`src/rtl/wdog_pkg.sv`:
```
`timescale 1ns/1ps
package wdog_pkg;

    // Byte offsets; software depends on these positions.
    localparam int unsigned OFS_KICK  = 32'h04;
    localparam int unsigned OFS_EN    = 32'h08;
    localparam int unsigned OFS_STAT  = 32'h0C;
    localparam int unsigned OFS_WARN  = 32'h10;
    localparam int unsigned OFS_LIMIT = 32'h14;

    typedef enum logic [2:0] {
        SEL_NONE,
        SEL_KICK,
        SEL_EN,
        SEL_STAT,
        SEL_WARN,
        SEL_LIMIT
    } reg_sel_e;

endpackage

```
`src/rtl/wdog_regs.sv`:
```
`timescale 1ns/1ps
module wdog_regs
    import wdog_pkg::*;
#(
    parameter int ADDR_W = 8,
    parameter int DATA_W = 32,
    parameter int CNT_W  = 29
) (
    input  logic              clk,
    input  logic              rst_n,
    input  logic [ADDR_W-1:0] addr,
    input  logic              wr_en,
    input  logic [DATA_W-1:0] wr_data,
    input  logic              status_i,
    output logic [DATA_W-1:0] rd_data,
    output logic              en_o,
    output logic [CNT_W-1:0]  warn_thr_o,
    output logic [CNT_W-1:0]  limit_thr_o,
    output logic              kick_o,
    output logic              stat_clr_o
);

    localparam int PAD_W = DATA_W - CNT_W;
    localparam logic [ADDR_W-1:0] A_KICK  = ADDR_W'(OFS_KICK);
    localparam logic [ADDR_W-1:0] A_EN    = ADDR_W'(OFS_EN);
    localparam logic [ADDR_W-1:0] A_STAT  = ADDR_W'(OFS_STAT);
    localparam logic [ADDR_W-1:0] A_WARN  = ADDR_W'(OFS_WARN);
    localparam logic [ADDR_W-1:0] A_LIMIT = ADDR_W'(OFS_LIMIT);

    typedef struct packed {
        logic             en;
        logic [CNT_W-1:0] warn;
        logic [CNT_W-1:0] limit;
    } regs_t;

    regs_t    r_d, r_q;
    reg_sel_e sel;
    logic     unused_hi;

    assign unused_hi = ^wr_data[DATA_W-1:CNT_W];

    always_comb begin
        case (addr)
            A_KICK:  sel = SEL_KICK;
            A_EN:    sel = SEL_EN;
            A_STAT:  sel = SEL_STAT;
            A_WARN:  sel = SEL_WARN;
            A_LIMIT: sel = SEL_LIMIT;
            default: sel = SEL_NONE;
        endcase
    end

    always_comb begin
        r_d = r_q;
        if (wr_en) begin
            case (sel)
                SEL_EN:    r_d.en    = wr_data[0];
                SEL_WARN:  r_d.warn  = wr_data[CNT_W-1:0];
                SEL_LIMIT: r_d.limit = wr_data[CNT_W-1:0];
                default:   r_d = r_q;
            endcase
        end
    end

    always_ff @(posedge clk or negedge rst_n) begin
        if (!rst_n) begin
            r_q <= '0;
        end else begin
            r_q <= r_d;
        end
    end

    always_comb begin
        case (sel)
            SEL_EN:    rd_data = {{(DATA_W-1){1'b0}}, r_q.en};
            SEL_STAT:  rd_data = {{(DATA_W-1){1'b0}}, status_i};
            SEL_WARN:  rd_data = {{PAD_W{1'b0}}, r_q.warn};
            SEL_LIMIT: rd_data = {{PAD_W{1'b0}}, r_q.limit};
            default:   rd_data = '0;
        endcase
    end

    assign en_o        = r_q.en;
    assign warn_thr_o  = r_q.warn;
    assign limit_thr_o = r_q.limit;
    assign kick_o      = wr_en && (sel == SEL_KICK) && wr_data[0];
    assign stat_clr_o  = wr_en && (sel == SEL_STAT) && wr_data[0];

    AST_WARN_WRITE_LANDS: assert property (@(posedge clk) disable iff (!rst_n)
        (wr_en && addr == A_WARN) |=> warn_thr_o == $past(wr_data[CNT_W-1:0]));
    AST_LIMIT_WRITE_LANDS: assert property (@(posedge clk) disable iff (!rst_n)
        (wr_en && addr == A_LIMIT) |=> limit_thr_o == $past(wr_data[CNT_W-1:0]));
    AST_UNMAPPED_INERT: assert property (@(posedge clk) disable iff (!rst_n)
        (wr_en && sel == SEL_NONE) |=> ($stable(en_o) && $stable(warn_thr_o) && $stable(limit_thr_o)));

endmodule

```
`src/rtl/wdog_counter.sv`:
```
`timescale 1ns/1ps
module wdog_counter #(
    parameter int CNT_W = 29
) (
    input  logic             clk,
    input  logic             rst_n,
    input  logic             en_i,
    input  logic             kick_i,
    input  logic [CNT_W-1:0] warn_thr_i,
    input  logic [CNT_W-1:0] limit_thr_i,
    output logic             warn_o,
    output logic             rst_req_o
);

    typedef struct packed {
        logic [CNT_W-1:0] cnt;
        logic             held;
        logic             warn;
        logic             req;
    } cnt_state_t;

    cnt_state_t s_d, s_q;
    logic       fire;

    always_comb begin
        s_d     = s_q;
        fire    = en_i && !s_q.held && !kick_i && (s_q.cnt >= limit_thr_i);
        s_d.req = fire;
        if (kick_i) begin
            s_d.cnt  = '0;
            s_d.held = 1'b0;
            s_d.warn = 1'b0;
        end else begin
            if (fire) begin
                s_d.held = 1'b1;
            end else if (en_i && !s_q.held) begin
                s_d.cnt = s_q.cnt + 1'b1;
            end
            if (!en_i) begin
                s_d.warn = 1'b0;
            end else if (s_q.cnt >= warn_thr_i) begin
                s_d.warn = 1'b1;
            end
        end
    end

    always_ff @(posedge clk or negedge rst_n) begin
        if (!rst_n) begin
            s_q <= '0;
        end else begin
            s_q <= s_d;
        end
    end

    assign warn_o    = s_q.warn;
    assign rst_req_o = s_q.req;

    AST_REQ_SINGLE_CYCLE: assert property (@(posedge clk) disable iff (!rst_n)
        rst_req_o |=> !rst_req_o);
    AST_KICK_RESTARTS: assert property (@(posedge clk) disable iff (!rst_n)
        kick_i |=> (s_q.cnt == '0 && !warn_o && !rst_req_o));
    AST_FROZEN_COUNT: assert property (@(posedge clk) disable iff (!rst_n)
        (s_q.held && !kick_i) |=> $stable(s_q.cnt));
    AST_IDLE_NO_REQ: assert property (@(posedge clk) disable iff (!rst_n)
        !en_i |=> !rst_req_o);

endmodule

```
`src/rtl/wdog_status.sv`:
```
`timescale 1ns/1ps
module wdog_status (
    input  logic clk,
    input  logic por_n,
    input  logic req_i,
    input  logic clr_i,
    output logic flag_o
);

    logic flag_d, flag_q;

    always_comb begin
        flag_d = flag_q;
        if (req_i) begin
            flag_d = 1'b1;
        end else if (clr_i) begin
            flag_d = 1'b0;
        end
    end

    always_ff @(posedge clk or negedge por_n) begin
        if (!por_n) begin
            flag_q <= 1'b0;
        end else begin
            flag_q <= flag_d;
        end
    end

    assign flag_o = flag_q;

    AST_FLAG_SET_ON_REQ: assert property (@(posedge clk) disable iff (!por_n)
        req_i |=> flag_o);
    AST_FLAG_HOLDS: assert property (@(posedge clk) disable iff (!por_n)
        (!req_i && !clr_i) |=> $stable(flag_o));

endmodule

```
`src/rtl/wdog_core.sv`:
```
`timescale 1ns/1ps
module wdog_core #(
    parameter int ADDR_W = 8,
    parameter int DATA_W = 32,
    parameter int CNT_W  = 29
) (
    input  logic              clk,
    input  logic              por_n,
    input  logic              rst_n,
    input  logic [ADDR_W-1:0] bus_addr,
    input  logic              bus_wr_en,
    input  logic [DATA_W-1:0] bus_wr_data,
    output logic [DATA_W-1:0] bus_rd_data,
    output logic              warn_o,
    output logic              rst_req_o
);

    logic             en;
    logic             kick;
    logic             stat_clr;
    logic             flag;
    logic [CNT_W-1:0] warn_thr;
    logic [CNT_W-1:0] limit_thr;

    wdog_regs #(
        .ADDR_W (ADDR_W),
        .DATA_W (DATA_W),
        .CNT_W  (CNT_W)
    ) u_regs (
        .clk         (clk),
        .rst_n       (rst_n),
        .addr        (bus_addr),
        .wr_en       (bus_wr_en),
        .wr_data     (bus_wr_data),
        .status_i    (flag),
        .rd_data     (bus_rd_data),
        .en_o        (en),
        .warn_thr_o  (warn_thr),
        .limit_thr_o (limit_thr),
        .kick_o      (kick),
        .stat_clr_o  (stat_clr)
    );

    wdog_counter #(
        .CNT_W (CNT_W)
    ) u_counter (
        .clk         (clk),
        .rst_n       (rst_n),
        .en_i        (en),
        .kick_i      (kick),
        .warn_thr_i  (warn_thr),
        .limit_thr_i (limit_thr),
        .warn_o      (warn_o),
        .rst_req_o   (rst_req_o)
    );

    wdog_status u_status (
        .clk    (clk),
        .por_n  (por_n),
        .req_i  (rst_req_o),
        .clr_i  (stat_clr),
        .flag_o (flag)
    );

endmodule

```
`config.mk`:
```
export PLATFORM = sky130hd
export DESIGN_NAME = wdog_core
export DESIGN_NICKNAME = d
export VERILOG_FILES = /design/src/rtl/wdog_pkg.sv /design/src/rtl/wdog_regs.sv /design/src/rtl/wdog_counter.sv /design/src/rtl/wdog_status.sv /design/src/rtl/wdog_core.sv
export SDC_FILE = /design/constraint.sdc
export NUM_CORES = 1
export LEC_CHECK = 0
export BUFFER_PORTS_ARGS = -buffer_cell sky130_fd_sc_hd__buf_4
export CAP_MARGIN = 20
export CORE_AREA = 2 2 143 145
export DETAILED_ROUTE_END_ITERATION = 7
export DIE_AREA = 0 0 145 147
export SYNTH_ARGS = -nofsm -noshare
export SYNTH_HDL_FRONTEND = slang
export SYNTH_SLANG_ARGS = --single-unit
```
`constraint.sdc`:
```
create_clock -name clk -period 2.6 [get_ports clk]
set_input_delay 0.52 -clock clk [delete_from_list [all_inputs] [get_ports clk]]
set_output_delay 0.52 -clock clk [all_outputs]
set_load 0.05 [all_outputs]
```
* Yosys cells after proc, flatten, opt, wreduce, memory -nomap -nowiden
Index checks and enable logic that the tools add are counted.
** Operators by class
- Reduce and logical (&&, ||, !) cells :: 16
- Add/subtract/negate cells :: 1
- Multiplexer cells :: 10
- $lt $le $gt $ge :: 2
- Equality and inequality tests :: 12
** Operators by type and width (count)
- one-hot mux 29 bit (4 select lines) :: 1
- greater-or-equal comparator 29 bit :: 2
- two-way mux 29 bit :: 2
- two-way mux 31 bit :: 1
- adder 29 x 1 -> 29 bit (second input constant) :: 1
- equality test 8 x 4 -> 1 bit (second input constant) :: 2
- equality test 8 x 5 -> 1 bit (second input constant) :: 2
- one-hot mux 3 bit (5 select lines) :: 1
- equality test 8 x 3 -> 1 bit (second input constant) :: 1
- AND reduction 2 bit :: 4
- logical AND 1 bit :: 7
- equality test 3 x 2 -> 1 bit (second input constant) :: 2
- equality test 3 bit (second input constant) :: 2
- nonzero test 2 bit :: 3
- two-way mux 1 bit :: 5
- equality test 3 x 1 -> 1 bit (second input constant) :: 1
- inequality test 3 x 1 -> 1 bit (second input constant) :: 1
- zero test 1 bit :: 2
- inequality test 2 x 1 -> 1 bit (second input constant) :: 1
** Storage, ports and cells
- Output and inout port bits :: 34
- Logic and storage cells :: 49
- Bits of input ports :: 44
- Bits in registers :: 92

* Depth between registers and ports, before layout
- Word-level depth :: 10
- Mapped depth :: 11
- Depth with buffers taken out :: 9

* Hierarchy
Synthesis repeated with hierarchy kept, for this count alone.
** Second synthesis, totals
- Cells, all modules :: 631
- Area total of the unflattened synthesis :: 6258.5 um^2
** Modules (own cells, without submodules)
- wdog_counter :: area an instance 3425.8 um^2, cells an instance 419, seq. area each 800.8 um^2, times used 1
- wdog_regs :: area an instance 2796.4 um^2, cells an instance 209, seq. area each 1476.4 um^2, times used 1
- wdog_status :: area an instance 36.3 um^2, cells an instance 3, seq. area each 25.0 um^2, times used 1

* Least setup slack after synthesis
No wires, ideal clock.
- Kind :: input port to output port
- Start :: in bus_addr[2]
- End :: out bus_rd_data[0]
- Buffers on the path :: 2
- Cell stages on the path :: 4
- Arrival :: 2.071 ns
- Path slack :: 0.009 ns
- Required time :: 2.080 ns
- Cells stage by stage :: clkbuf_1 -> clkbuf_1 -> mux2i_1 -> o22ai_1
** On the way
- Word-level cells in the longest chain between the ends :: 4
- Elaborated cells on any way between the ends :: 11
- Classes of those cells :: eq/ne: 9; mux: 2
** RTL lines
- from (decl) :: line wdog_core.sv:10 : input logic [ADDR_W-1:0] bus_addr,
- equality test 8 x 5 -> 1 bit (tied with other cells) :: line wdog_regs.sv:43 : case (addr)
- one-hot mux 3 bit (5 select lines) (*) :: line wdog_regs.sv:43
- equality test 3 bit or equality test 3 x 2 -> 1 bit (tied branches) :: line wdog_regs.sv:74 : case (sel)
- one-hot mux 29 bit (4 select lines) (*) :: line wdog_regs.sv:74
- to (decl) :: line wdog_core.sv:13 : output logic [DATA_W-1:0] bus_rd_data,
Mark *: on every way between the ends. The rest lies on a longest branch, timed or not.

* Worst setup path in the final report
- Start :: reg u_regs.r_q, in the netlist u_regs.limit_thr_o[10]
- End :: reg u_counter.s_q[9] (netlist bit)
** On the way
- Word-level cells in the longest chain between the ends :: 4
** RTL lines
- from (decl) :: line wdog_regs.sv:36 : regs_t r_d, r_q;
- from (signal assigned) :: line wdog_regs.sv:69 : r_q <= r_d;
- greater-or-equal comparator 29 bit :: line wdog_counter.sv:27 : fire = en_i && !s_q.held && !kick_i && (s_q.cnt >= limit_thr_i);
- logical AND 1 bit :: line wdog_counter.sv:27
- inequality test 2 x 1 -> 1 bit (no line)
- AND reduction 2 bit (no line)
- to (signal assigned) :: line wdog_counter.sv:49 : s_q <= '0;
- to (signal assigned) :: line wdog_counter.sv:51 : s_q <= s_d;
- to (decl) :: line wdog_counter.sv:22 : cnt_state_t s_d, s_q;
No other way between the ends.
A chain may end at the register's enable or synchronous reset.

==> results.ini <==
[setup_path]
criticalPathCategory = reg2reg
critical_path_peak_fanout = 6
worst-r2r-cell-count = 12
crit_required_ns = 2.83
worst-r2r-setup-slack_ns = 0.01
reg2reg_to = u_counter.s_q[9]
cp.arrival_ns = 2.81
timing.rr.start = u_regs.limit_thr_o[10]
endpoint_kind = flip-flop
worst_setup_path_start_kind = flip-flop

[layout]
layout-drive-gt1-share = 0.236
area_delta_synth_final_pct = 29.2
mostFrequentLayoutCells = sky130_fd_sc_hd__buf_4 (119), sky130_fd_sc_hd__dfrtp_1 (92), sky130_fd_sc_hd__nand2_1 (78)
layout_commonest_cell = sky130_fd_sc_hd__buf_4
final_util = 0.381
fillers = 1952
final_cell_area_mm2 = 0.00757
finalNonFillerCells = 1041
final_nets = 869
antenna_cells_inserted = 0

[sta]
max_transition_viols_final = 0
final.setup.tns_ns = 0
final_count_of_negative_setup_slack_endpoints = 0
finalWorstPathRequiredPeriod_ns = 2.59
tightest_slew_ns = 0.521
max_slew_margin = 0.652
clock-skew-final_ns = 0.00847
setup_slack_ns = 0.0125
final.hold.worst_slack_ns = 0.222
fmax_mhz = 386
period_share = 0.995
grt_setup_unrepaired = yes
hold_viol = 0

[flow_run]
max_cap_viol_count = 0

[global_routing]
first_global_vias = 4872
grt_antenna_before_repair = 0
largest_net_degree_at_the_start_of_global_routing = 92
grt_overflow_total = 0
track_usage = 0.140
grt_first_pass_wirelength_um = 24000

[logic_synthesis]
postSynthRegisterBits = 92
synth.area.mux_share = 0.0571
synth_top_family_by_area = simple AND/OR/NAND/NOR gates
mappedNetlistArea_mm2 = 0.00586
syn_inst = 658
syn-mean-instance-area_um2 = 8.90
synth_fa_ha_area_frac = 0.126
yosys_warnings = 0
seq_area_frac_synth = 0.393
synthSimpleGateAreaFrac = 0.202
yosys.cell_types.count = 53
synth-compound-area-share = 0.122
synth_xor_xnor_area_share = 0.0344

[detailed_routing]
1st_pass_router_iterations = 4
postRouteWirelength_um = 14600
route.vias.total = 4887
route.antenna.remaining_nets = 0
route.detailed.wl_per_inst_um = 14.0
drt_iter0_markers = 252
route.detailed.vias_per_inst = 4.69
drt_drc_violations_left = 0

[clocking]
cts_root_buffer = sky130_fd_sc_hd__clkbuf_16
clkTransAtPathRegs_ns = 0.07
num_cts_buffers = 9
clock_insertion_delay_worst_skew_ns = 0.35
tritoncts_clock_tree = done
cts.sinks = 92
cts_max_level = 3
cts.path.max_buffers = 2

[placement]
postPlaceCellArea_mm2 = 0.00702
place_hpwl_um = 10800
post-place-ws_ns = -0.0101
place_congestion = 0.851
count_of_buffers_from_port_buffering = 71
placedCellCount = 1019

[min_path]
min_path_type = in2async

[floorplanning]
core-area_mm2 = 0.0198
die-width_um = 145
die_height_um = 147
rows = 52
floorplan.initialDensity = 0.295
io_pins = 78
die-area_mm2 = 0.0213

[pwr]
design_power_total_mw = 4.60
peakVddDrop_uv = 382
power_density_mw_per_mm2 = 608
cellLeakagePower_nw = 3.59

[status]
outcome = completed

worst max-delay path by stage:
stage | from | end | slack [ns]
after global routing | u_regs.limit_thr_o[9] | u_counter.s_q[18] | -0.09
after detailed placement | u_regs.limit_thr_o[2] | u_counter.s_q[22] | -0.01
after CTS | u_regs.limit_thr_o[2] | u_counter.s_q[22] | 0.003
after global placement | u_counter.s_q[13] | u_counter.warn_o | -0.01
final | u_regs.limit_thr_o[10] | u_counter.s_q[9] | 0.01
after floorplan | bus_addr[2] | bus_rd_data[0] | 0.009
worst max-delay path: stages (launching register included):
cell and delay [ns]:
sky130_fd_sc_hd__dfrtp_1 0.34, sky130_fd_sc_hd__inv_1 0.09, sky130_fd_sc_hd__ha_4 0.27, sky130_fd_sc_hd__nand4_1 0.12, sky130_fd_sc_hd__nor4_1 0.27, sky130_fd_sc_hd__buf_4 0.17, sky130_fd_sc_hd__a211oi_4 0.07, sky130_fd_sc_hd__a2111oi_4 0.57
sky130_fd_sc_hd__buf_4 0.21, sky130_fd_sc_hd__nor3_2 0.04, sky130_fd_sc_hd__buf_4 0.15, sky130_fd_sc_hd__xnor2_2 0.10, sky130_fd_sc_hd__nor2_1 0.05
cell usage after synthesis, drive strengths merged:
cell type	n	area share
dfrtp	92	0.39
nand2	78	0.050
nor2	70	0.045
o21ai	68	0.058
inv	63	0.040
ha	59	0.13
mux2i	30	0.051
a21oi	25	0.021
xnor2	23	0.034
clkbuf	22	0.014
nand4	19	0.023
nand3	17	0.015
nor4	14	0.022
a21o	9	0.012
buf	9	0.011
nor3	7	0.0068
nor4b	5	0.011
and4	4	0.0064
nor2b	4	0.0043
or3	4	0.0043
a211oi	3	0.0047
mux2	3	0.0058
nand2b	3	0.0032
a2111oi	2	0.0062
a211o	2	0.0030
a21boi	2	0.0026
a31oi	2	0.0021
nor3b	2	0.0026
o21a	2	0.0026
o31ai	2	0.0026
or4	2	0.0026
a221oi	1	0.0015
a2bb2oi	1	0.0015
a31o	1	0.0015
and2	1	0.0011
and3	1	0.0011
conb	1	0.00064
nand4bb	1	0.0019
nor4bb	1	0.0017
o221ai	1	0.0015
o22ai	1	0.0011
or2	1	0.0011
repair_timing:
| item | in CTS | in global routing |
|---|---|---|
| hold buffers | 1 | 0 |
| pin swaps | 0 | 19 |
| setup endpoints to repair | 1 | 28 |
| gates cloned | 0 | 0 |
| hold endpoints to repair | 1 | 0 |
| resized for setup | 1 | 34 |
| buffers inserted | 0 | 5 |
final cells by class:
class	instances	area [µm²]	share of cell area
well taps	270	338	0.0446
repair buffers	126	997	0.132
clock buffers	13	260	0.0344
inverters	63	236	0.0313
flip-flops and latches	92	2300	0.304
multi-input cells	474	3390	0.448
clock inverters	3	45.0	0.00595
report_power, final:
part / internal (mW) / leakage [nW] / switching, mW
Combinational: 0.714 / 2.57 / 0.896
Clock: 0.800 / 0.142 / 0.570
Sequential: 1.55 / 0.878 / 0.0734
Total: 3.06 / 3.59 / 1.54
metal layers:
metal | track usage | share of wire | vias to the layer above
li1 | - | - | 2473
met1 | 0.175 | 0.46 | 2310
met2 | 0.238 | 0.48 | 80
met3 | 0.0248 | 0.036 | 24
met4 | 0.0604 | 0.027 | 0
met5 | 0 | 0 | -
registers in the layout (all words and copies together), names as in the netlist:
signal               count
u_counter.warn_o         1
u_regs.en_o              1
u_status.flag_o          1
u_regs.limit_thr_o      29
u_counter.s_q           30
u_regs.warn_thr_o       29
u_counter.rst_req_o      1
logic make-up after synthesis:
group           count (synthesis)
simple gates                  234
fa+ha+maj                      59
buf+inv                        94
mux                            33
other cells                     1
flops                          92
compound gates                122
xor+xnor                       23
Power figures use the tool's default switching activity.
